File: src/rtl/sio_irq_pkg.sv
package sio_irq_pkg;
  localparam int REG_W = 8;
  // status bit positions
  localparam int ST_TXBUF = 0;
  localparam int ST_TXSHF = 1;
  localparam int ST_RXDAT = 2;
  localparam int ST_BRK   = 3;
  localparam int ST_ADR   = 4;
  localparam int ST_OVR   = 5;
  localparam int ST_PAR   = 6;
  localparam int ST_FRM   = 7;
  // enable register bit positions
  localparam int EN_TX    = 0;
  localparam int EN_RX    = 1;
  localparam int EN_BRK   = 2;
  localparam int EN_ADR   = 3;
  localparam int EN_ERR   = 4;
  localparam int EN_TXEOB = 5;
  localparam int EN_RXEOB = 6;
  localparam int EN_BSEL  = 7;
  localparam int NUM_LANES = 5;
  typedef enum logic {SEL_MASK = 1'b0, SEL_STAT = 1'b1} reg_sel_e;
endpackage

File: src/rtl/sio_irq_rstsync.sv
module sio_irq_rstsync #(
  parameter int STAGES = 2
) (
  input  logic clk,
  input  logic rst_n,
  output logic rst_sync_n
);
  logic [STAGES-1:0] chain_q;
  logic [STAGES-1:0] chain_d;

  always_comb chain_d = {chain_q[STAGES-2:0], 1'b1};

  always_ff @(posedge clk or negedge rst_n) begin
    if (!rst_n) chain_q <= '0;
    else        chain_q <= chain_d;
  end

  assign rst_sync_n = chain_q[STAGES-1];
endmodule

File: src/rtl/sio_irq_sticky.sv
module sio_irq_sticky #(
  parameter int W = 8
) (
  input  logic         clk,
  input  logic         rst_ni,
  input  logic [W-1:0] set_i,
  input  logic         wr_i,
  input  logic [W-1:0] wdata_i,
  output logic [W-1:0] flags_o
);
  for (genvar i = 0; i < W; i++) begin : g_bit
    logic bit_q, bit_d, clr, upd;

    always_comb begin
      clr   = wr_i & ~wdata_i[i];
      upd   = set_i[i] | clr;
      bit_d = set_i[i] | (bit_q & ~clr);
    end

    always_ff @(posedge clk or negedge rst_ni) begin
      if (!rst_ni)  bit_q <= 1'b0;
      else if (upd) bit_q <= bit_d;
    end

    assign flags_o[i] = bit_q;
  end

  // a set pulse always lands, even under a clearing write
  a_r5_set_wins: assert property (@(posedge clk) disable iff (!rst_ni)
    (|set_i) |=> ((flags_o & $past(set_i)) == $past(set_i)));

  // without a write, no flag drops
  a_r2_sticky: assert property (@(posedge clk) disable iff (!rst_ni)
    !wr_i |=> ((flags_o & $past(flags_o)) == $past(flags_o)));

  // bits written as 1 keep their value
  a_r3_ones_keep: assert property (@(posedge clk) disable iff (!rst_ni)
    wr_i |=> ((flags_o & $past(flags_o & wdata_i)) == $past(flags_o & wdata_i)));
endmodule

File: src/rtl/sio_irq_maskreg.sv
module sio_irq_maskreg
  import sio_irq_pkg::*;
(
  input  logic             clk,
  input  logic             rst_ni,
  input  logic             wr_i,
  input  logic [REG_W-1:0] wdata_i,
  input  logic             rx_eob_i,
  input  logic             tx_eob_i,
  output logic [REG_W-1:0] mask_o
);
  localparam int CTRL_W = REG_W - 2;

  logic [CTRL_W-1:0] ctrl_q, ctrl_d, ctrl_wval;
  logic [1:0]        eob_flags;

  always_comb begin
    ctrl_wval = {wdata_i[EN_BSEL], wdata_i[EN_ERR:EN_TX]};
    ctrl_d    = wr_i ? ctrl_wval : ctrl_q;
  end

  always_ff @(posedge clk or negedge rst_ni) begin
    if (!rst_ni)   ctrl_q <= '0;
    else if (wr_i) ctrl_q <= ctrl_d;
  end

  // [1] = receive end-of-block, [0] = transmit end-of-block
  sio_irq_sticky #(.W(2)) u_eob (
    .clk     (clk),
    .rst_ni  (rst_ni),
    .set_i   ({rx_eob_i, tx_eob_i}),
    .wr_i    (wr_i),
    .wdata_i ({wdata_i[EN_RXEOB], wdata_i[EN_TXEOB]}),
    .flags_o (eob_flags)
  );

  always_comb begin
    mask_o              = '0;
    mask_o[EN_BSEL]     = ctrl_q[CTRL_W-1];
    mask_o[EN_RXEOB]    = eob_flags[1];
    mask_o[EN_TXEOB]    = eob_flags[0];
    mask_o[EN_ERR:EN_TX] = ctrl_q[CTRL_W-2:0];
  end

  // enable bits take the written value at the next edge
  a_r4_ctrl_follows: assert property (@(posedge clk) disable iff (!rst_ni)
    wr_i |=> ({mask_o[EN_BSEL], mask_o[EN_ERR:EN_TX]} ==
              $past({wdata_i[EN_BSEL], wdata_i[EN_ERR:EN_TX]})));
endmodule

File: src/rtl/sio_irq_gate.sv
module sio_irq_gate
  import sio_irq_pkg::*;
#(
  parameter bit IRQ_REG = 1'b1
) (
  input  logic             clk,
  input  logic             rst_ni,
  input  logic [REG_W-1:0] mask_i,
  input  logic [REG_W-1:0] stat_i,
  output logic             irq_o,
  output logic             rx_dma_o,
  output logic             tx_dma_o
);
  logic                 tx_src;
  logic [NUM_LANES-1:0] lane_req, lane_en;
  logic                 hit;

  always_comb begin
    tx_src = mask_i[EN_BSEL] ? stat_i[ST_TXBUF] : stat_i[ST_TXSHF];
    lane_req[EN_TX]  = tx_src | mask_i[EN_TXEOB];
    lane_req[EN_RX]  = stat_i[ST_RXDAT] | mask_i[EN_RXEOB];
    lane_req[EN_BRK] = stat_i[ST_BRK];
    lane_req[EN_ADR] = stat_i[ST_ADR];
    lane_req[EN_ERR] = stat_i[ST_OVR] | stat_i[ST_PAR] | stat_i[ST_FRM];
    lane_en          = mask_i[NUM_LANES-1:0];
    hit              = |(lane_req & lane_en);
  end

  assign rx_dma_o = stat_i[ST_RXDAT];
  assign tx_dma_o = tx_src;

  if (IRQ_REG) begin : g_reg
    logic irq_q, irq_d;
    always_comb irq_d = hit;
    always_ff @(posedge clk or negedge rst_ni) begin
      if (!rst_ni) irq_q <= 1'b0;
      else         irq_q <= irq_d;
    end
    assign irq_o = irq_q;

    // request follows the enabled sources one edge later
    a_r9_rise: assert property (@(posedge clk) disable iff (!rst_ni)
      ((lane_req & lane_en) != '0) |=> irq_o);
    a_r9_fall: assert property (@(posedge clk) disable iff (!rst_ni)
      ((lane_req & lane_en) == '0) |=> !irq_o);
  end else begin : g_comb
    assign irq_o = hit;
  end

  // with transmit lane only and the selected source idle, no request
  a_r8_unselected: assert property (@(posedge clk) disable iff (!rst_ni)
    (mask_i[NUM_LANES-1:0] == 5'b00001 && !mask_i[EN_TXEOB] && !tx_src) |=>
      (!irq_o || !IRQ_REG));
endmodule

File: src/rtl/sio_irq_ctrl.sv
module sio_irq_ctrl
  import sio_irq_pkg::*;
#(
  parameter bit IRQ_REG     = 1'b1,
  parameter int SYNC_STAGES = 2
) (
  input  logic       clk,
  input  logic       rst_n,
  input  logic       ev_rx_data,
  input  logic       ev_rx_overrun,
  input  logic       ev_rx_parity,
  input  logic       ev_rx_frame,
  input  logic       ev_rx_addr,
  input  logic       ev_rx_break,
  input  logic       ev_tx_buf_empty,
  input  logic       ev_tx_shift_empty,
  input  logic       ev_rx_eob,
  input  logic       ev_tx_eob,
  input  logic       reg_wr,
  input  logic       reg_sel,
  input  logic [7:0] reg_wdata,
  output logic [7:0] reg_rdata,
  output logic       irq,
  output logic       rx_dma_req,
  output logic       tx_dma_req
);
  logic             rst_sync_n;
  logic [REG_W-1:0] stat_set, stat_flags, mask_val;
  logic             wr_mask, wr_stat;

  sio_irq_rstsync #(.STAGES(SYNC_STAGES)) u_rst (
    .clk        (clk),
    .rst_n      (rst_n),
    .rst_sync_n (rst_sync_n)
  );

  always_comb begin
    wr_mask = reg_wr & (reg_sel == SEL_MASK);
    wr_stat = reg_wr & (reg_sel == SEL_STAT);
    stat_set           = '0;
    stat_set[ST_TXBUF] = ev_tx_buf_empty;
    stat_set[ST_TXSHF] = ev_tx_shift_empty;
    stat_set[ST_RXDAT] = ev_rx_data;
    stat_set[ST_BRK]   = ev_rx_break;
    stat_set[ST_ADR]   = ev_rx_addr;
    stat_set[ST_OVR]   = ev_rx_overrun;
    stat_set[ST_PAR]   = ev_rx_parity;
    stat_set[ST_FRM]   = ev_rx_frame;
  end

  sio_irq_sticky #(.W(REG_W)) u_stat (
    .clk     (clk),
    .rst_ni  (rst_sync_n),
    .set_i   (stat_set),
    .wr_i    (wr_stat),
    .wdata_i (reg_wdata),
    .flags_o (stat_flags)
  );

  sio_irq_maskreg u_mask (
    .clk      (clk),
    .rst_ni   (rst_sync_n),
    .wr_i     (wr_mask),
    .wdata_i  (reg_wdata),
    .rx_eob_i (ev_rx_eob),
    .tx_eob_i (ev_tx_eob),
    .mask_o   (mask_val)
  );

  sio_irq_gate #(.IRQ_REG(IRQ_REG)) u_gate (
    .clk      (clk),
    .rst_ni   (rst_sync_n),
    .mask_i   (mask_val),
    .stat_i   (stat_flags),
    .irq_o    (irq),
    .rx_dma_o (rx_dma_req),
    .tx_dma_o (tx_dma_req)
  );

  always_comb reg_rdata = (reg_sel == SEL_STAT) ? stat_flags : mask_val;

  // receive DMA request ignores every enable bit
  a_r10_rx_dma: assert property (@(posedge clk) disable iff (!rst_sync_n)
    ev_rx_data |=> rx_dma_req);
endmodule

File: config.mk
export PLATFORM = sky130hd
export DESIGN_NAME = sio_irq_ctrl
export DESIGN_NICKNAME = d
export VERILOG_FILES = /design/src/rtl/sio_irq_pkg.sv /design/src/rtl/sio_irq_rstsync.sv /design/src/rtl/sio_irq_sticky.sv /design/src/rtl/sio_irq_maskreg.sv /design/src/rtl/sio_irq_gate.sv /design/src/rtl/sio_irq_ctrl.sv
export SDC_FILE = /design/constraint.sdc
export NUM_CORES = 1
export LEC_CHECK = 0
export ABC_AREA = 0
export BUFFER_PORTS_ARGS = -buffer_cell sky130_fd_sc_hd__buf_4
export CAP_MARGIN = 5
export CORE_MARGIN = 1.5
export CORE_UTILIZATION = 46
export DETAILED_ROUTE_END_ITERATION = 16
export PLACE_DENSITY = 0.76
export SKIP_LAST_GASP = 1
export SLEW_MARGIN = 10
export SYNTH_ARGS = -nofsm -noshare
export SYNTH_HDL_FRONTEND = slang
export SYNTH_SLANG_ARGS = --single-unit
File: constraint.sdc
create_clock -name clk -period 1.1 [get_ports clk]
set_clock_uncertainty 0.2 [all_clocks]
set_input_delay 0.055 -clock clk [delete_from_list [all_inputs] [get_ports clk]]
set_output_delay 0.055 -clock clk [all_outputs]
set_load 0.02 [all_outputs]
==> Word-level counts from Yosys, hierarchy flattened <==
Cells that the tools add are included.
{ "word_totals": {"wordCells": 82, "in_bits": 22, "register_bits": 19, "output_inout_bits": 11} }
{ "classes": {"reduce_logical": 1, "bitwise": 66, "muxes": 2} }
{ "op_table": {"columns": ["operator", "count"], "rows": [
  ["$or 1x1->1", 24],
  ["$and 1x1->1", 22],
  ["$not 1->1", 19],
  ["$mux 8", 1],
  ["$and 5x5->5", 1],
  ["$reduce_or 5->1", 1],
  ["$mux 1", 1]
]} }

==> Logic depth before layout (Yosys ltp) <==
{ "logic_depth": {"depth_word": 6, "mapped_depth": 4} }

==> Cells and area by module <==
Synthesis repeated with hierarchy kept, for this count alone.
{ "unflattened": {"cells_unflattened": 75, "area_unflattened_um2": 998.5} }
{ "by_module_without_submodules": {"columns": ["mod", "instances", "cells_per_inst", "area_per_inst_um2"], "rows": [
  ["sio_irq_sticky at u_stat", 1, 32, 370.4],
  ["sio_irq_maskreg", 1, 13, 251.5],
  ["sio_irq_ctrl", 1, 11, 147.6],
  ["sio_irq_sticky at u_mask.u_eob", 1, 8, 92.6],
  ["sio_irq_gate", 1, 8, 82.6],
  ["sio_irq_rstsync", 1, 3, 53.8]
]} }

==> Worst setup path before layout <==
No wires, ideal clock.
{ "synth_path": {"path_type": "reg-to-reg", "start": "register u_mask.ctrl_q[5]", "end": "register u_gate.g_reg.irq_q (netlist: u_gate.irq_o)", "n_path_buf": 0, "path_stages_with_launch": 4, "t_required_ns": 0.765, "setup_time_ns": 0.135, "period_less_slack_ns": 1.252, "slack_ns": -0.152, "arrival_ns": 0.917, "cell_sequence": "dfrtp_1 > mux2_4 > o21ai_2 > nand4_1"} }
{ "synth_via": {"elab_chain_len": 4} }
{ "synth_lines": {"columns": ["element", "line_no", "text"], "rows": [
  ["start: declaration", "sio_irq_maskreg.sv:14", "logic [CTRL_W-1:0] ctrl_q, ctrl_d, ctrl_wval;"],
  ["start signal: assignment", "sio_irq_maskreg.sv:24", "else if (wr_i) ctrl_q <= ctrl_d;"],
  ["$mux 1", "sio_irq_gate.sv:19", "tx_src = mask_i[EN_BSEL] ? stat_i[ST_TXBUF] : stat_i[ST_TXSHF];"],
  ["net tx_dma_req", "sio_irq_ctrl.sv:25", "output logic tx_dma_req"],
  ["$or 1x1->1", "sio_irq_gate.sv:20", "lane_req[EN_TX] = tx_src | mask_i[EN_TXEOB];"],
  ["$and 5x5->5", "sio_irq_gate.sv:26", "hit = |(lane_req & lane_en);"],
  ["$reduce_or 5->1", "sio_irq_gate.sv:26", null],
  ["net u_gate.g_reg.irq_d", "sio_irq_gate.sv:33", "logic irq_q, irq_d;"],
  ["end signal: assignment", "sio_irq_gate.sv:37", "else irq_q <= irq_d;"],
  ["end: declaration", "sio_irq_gate.sv:33", null]
]} }
The timed path passes the listed nets, and every way through them passes these cells.
A chain may end at the register's enable or synchronous reset.

==> Worst setup path in the final report <==
{ "layout_path": {"start": "register u_mask.ctrl_q[5]", "end": "output reg_rdata[7]"} }
{ "layout_via": {"elab_chain_len": 1} }
{ "layout_lines": {"columns": ["element", "line_no", "text"], "rows": [
  ["$mux 8", "sio_irq_ctrl.sv:80", "always_comb reg_rdata = (reg_sel == SEL_STAT) ? stat_flags : mask_val;"],
  ["end: declaration", "sio_irq_ctrl.sv:22", "output logic [7:0] reg_rdata,"]
]} }
No other way between the ends.

==> impl_summary.md <==
Outcome
The run finished, with violations left. The final reports fail on negative hold slack, negative setup slack.

Route
The residual DRC count is 0. The routed layout has 864 vias. The count of nets left with antenna violations once routing finished came out at 0.

Wires add up to 2595 µm. The first-pass iteration count of the detailed router is 4. The via-per-instance ratio is 4.937. Dividing the detail-routed wire length by the instance count gives 14.83 µm. For this block, the initial DRC count from the detailed router was 21.

CTS
The clock-pin slew of the registers on the worst-case setup and hold paths is 110 ps. Buffers inserted during clock tree synthesis total 3. The hold buffer count at CTS is 20. The TritonCTS clock tree is done.

In this run the number of H-tree levels came out at 1. The buffer cell driving the clock tree root is sky130_fd_sc_hd__clkbuf_4. The clock latency at the later pin of the worst-skew pair is 290 ps. In this run the deepest clock path goes through 2 buffers. The clock drives 19 sinks.

Floorplan
The area inside the core boundary is 0.001708 mm². From bottom edge to top edge, the die measures 45.47 µm. The floorplan step defined a die boundary enclosing 0.002067 mm². Row generation in the floorplan step produced 15 rows. For this configuration, the core starts out at a cell density of 48.57%.

The number of ports placed on the die boundary is 33. The horizontal extent of the die is 45.47 µm.

Place
Once detailed placement completed, the half-perimeter wirelength came to 1333 µm. Routability-driven placement finished with a final weighted congestion of 0.7644. Prior to clock tree synthesis, the placed netlist has a worst setup slack of -124.8 ps. Port buffering added 32 buffers. The post-detailed-placement cell area is 0.001160 mm².

Layout
The finished layout cell area is 0.001554 mm². The count of inserted antenna diode cells is 0. In the final layout, the share of cells above drive strength 1 is 44.67%. The final layout contains 173 nets. The layout overhead on the synthesized area is 87.33%.

Flow run
The count of max-cap constraint violations is 0.

Global route
Global routing used 24.90% of the available tracks. The number of antenna violations at the first check in global routing is 0. Entering global routing, the biggest net connects 18 pins. The global-route wire length before repair is 3670 µm.

The via count of the first global-routing pass came to 883. The global route total overflow is 0.

Yosys
Sequential cells were found to cover 57.32% of the synthesized design area. The mapped netlist covers 829.5 µm². During synthesis, Yosys emitted a total of 0 warnings.

The post-synthesis register bit count is 19. The count of cell types in the netlist is 14. When the netlist entered floorplanning its net count stood at 99.

Counting every instance in the synthesized netlist gives 77. The average footprint of a synthesized cell is 10.77 µm².

Critical path
The length in cells of the worst reg-to-reg path is 3. The startpoint of the lowest-slack register-to-register path is u_mask.ctrl_q[5]. The highest fanout seen on the critical path is 2. The capturing point of the worst reg2reg path is u_gate.irq_o. The required time of the critical path is 840 ps. STA classifies the critical path endpoint as an output port. The classification of the worst setup path is reg -> out. STA classifies the critical path startpoint as a register.

The arrival time of the worst setup path is 1240 ps. The register-to-register setup slack is -150 ps.

Timing
The final number of hold-violating endpoints is 6. The final max-slew violation count is 0. The smallest clock period supported by the final layout is computed as 1500 ps. Setup violations remaining at the end of the flow were counted as 13. Dividing the final minimum period by the clock period gives 136.4%.

Derived from the worst setup path, the maximum achievable clock frequency is 666.7 MHz. The worst slack on hold paths is -43.01 ps. Setup repair after global routing could not meet its margin everywhere.

Once routing completed, OpenROAD measured the worst setup slack at -399.9 ps.

Power and ir drop
IR analysis of the VDD net gives a maximum drop of 0.0008472 V. The analysis attributes to cell leakage a power of 0.7170 nW. Power spread over the standard cell area amounts to 1088 mW/mm².

Min path
The worst hold path passes through 4 cells. The path class of the tightest hold or removal check is in -> reg. For hold timing, the worst endpoint is u_mask.ctrl_q[0]. The launch point of the worst hold path is reg_sel.
==> per-stage QoR <==
stage	cells	setup TNS [ps]	total power [mW]	util, %
2_1_floorplan	77	-152.1	0.9773	-
3_3_place_gp	138	-169.6	1.159	67.91
3_5_place_dp	138	-255.4	1.169	67.91
4_1_cts	171	-2748	1.643	88.21
5_1_grt	175	-3245	1.758	90.99
6_report	175	-2790	1.690	90.99
==> registers in the layout, summed over array words and instances, names as in the netlist <==
| register | count |
|---|---|
| u_mask.ctrl_q | 6 |
| u_stat.g_bit.bit_q | 8 |
| u_rst.chain_q | 2 |
| u_gate.irq_o | 1 |
| u_mask.u_eob.g_bit.bit_q | 2 |
==> critical path: stages, from the launching register on <==
cell and delay [ps]:
sky130_fd_sc_hd__dfrtp_1 420, sky130_fd_sc_hd__buf_6 130, sky130_fd_sc_hd__mux2_4 270, sky130_fd_sc_hd__buf_6 130
==> routing by layer <==
layer	part of all wire (%)	track usage, %	routed length [µm]	vias to the layer above
met3	4.5	3.571	117	4
li1	-	-	-	401
met4	0.58	10.59	15	0
met1	38	29.26	982	420
met2	57	44.51	1479	39
met5	0	0	0	-
==> Yosys cell counts, drive strengths merged <==
library cell / n / area, µm²
nand4: 1 / 6.260
o31ai: 1 / 7.510
dfrtp: 19 / 475.5
nor2b: 1 / 8.760
a22oi: 1 / 7.510
nand2: 19 / 71.32
nand2b: 11 / 68.82
o21ai: 12 / 63.81
conb: 1 / 3.750
mux2: 9 / 105.1
clkbuf: 1 / 3.750
buf: 1 / 7.510
==> timing repair <==
action	CTS	global route
hold endpoints to repair	18	6
setup buffers	9	6
pin swaps	0	3
gates resized for setup	14	6
setup endpoints to repair	11	13
==> area by class of cell <==
cell class,instances,area (µm²)
well taps,25,31.28
flip-flops and latches,19,475.5
fillers,74,153.9
multi-input cells,56,364.1
repair buffers,71,656.9
clock buffers,4,26.28
==> where the power goes <==
group	leakage [nW]	switching, mW	internal, mW	total (mW)
Clock	0.0150	0.209	0.141	0.350
Sequential	0.202	0.0348	0.753	0.787
Combinational	0.500	0.225	0.327	0.553
Total	0.717	0.469	1.22	1.69
==> how the worst max path moves through the flow <==
| stage | startpoint | endpoint | slack (ps) |
|---|---|---|---|
| floorplan | u_mask.ctrl_q[5] | u_gate.irq_o | -150 |
| global placement | u_mask.ctrl_q[5] | u_gate.irq_o | -110 |
| detailed placement | u_mask.ctrl_q[5] | u_gate.irq_o | -120 |
| CTS | u_mask.ctrl_q[5] | reg_rdata[7] | -390 |
| global route | u_mask.ctrl_q[5] | reg_rdata[7] | -430 |
| finish | u_mask.ctrl_q[5] | reg_rdata[7] | -400 |
==> kinds of logic (layout without fill, tap and decap cells) <==
family / count (synthesis) / count (layout) / share of synthesized area, %
other: 1 / 1 / 0.4521
AO/OA/AOI/OAI: 14 / 14 / 9.503
AND/OR/NAND/NOR: 32 / 32 / 18.70
multiplexers: 9 / 9 / 12.67
flip-flops: 19 / 19 / 57.32
buffers and inverters: 2 / 75 / 1.357
==> cell usage in the layout (no fill, tap or decap) <==
cell type	n
sky130_fd_sc_hd__a22oi_2	1
sky130_fd_sc_hd__buf_12	2
sky130_fd_sc_hd__buf_4	36
sky130_fd_sc_hd__buf_6	13
sky130_fd_sc_hd__clkbuf_1	1
sky130_fd_sc_hd__clkbuf_4	3
sky130_fd_sc_hd__conb_1	1
sky130_fd_sc_hd__dfrtp_1	19
sky130_fd_sc_hd__dlygate4sd3_1	20
sky130_fd_sc_hd__mux2_2	5
sky130_fd_sc_hd__mux2_4	4
sky130_fd_sc_hd__nand2_1	19
sky130_fd_sc_hd__nand2b_1	11
sky130_fd_sc_hd__nand4_1	1
sky130_fd_sc_hd__nor2b_2	1
sky130_fd_sc_hd__o21ai_0	10
sky130_fd_sc_hd__o21ai_1	1
sky130_fd_sc_hd__o21ai_2	1
sky130_fd_sc_hd__o31ai_2	1
Note: power is estimated with default switching activity, not from simulation.
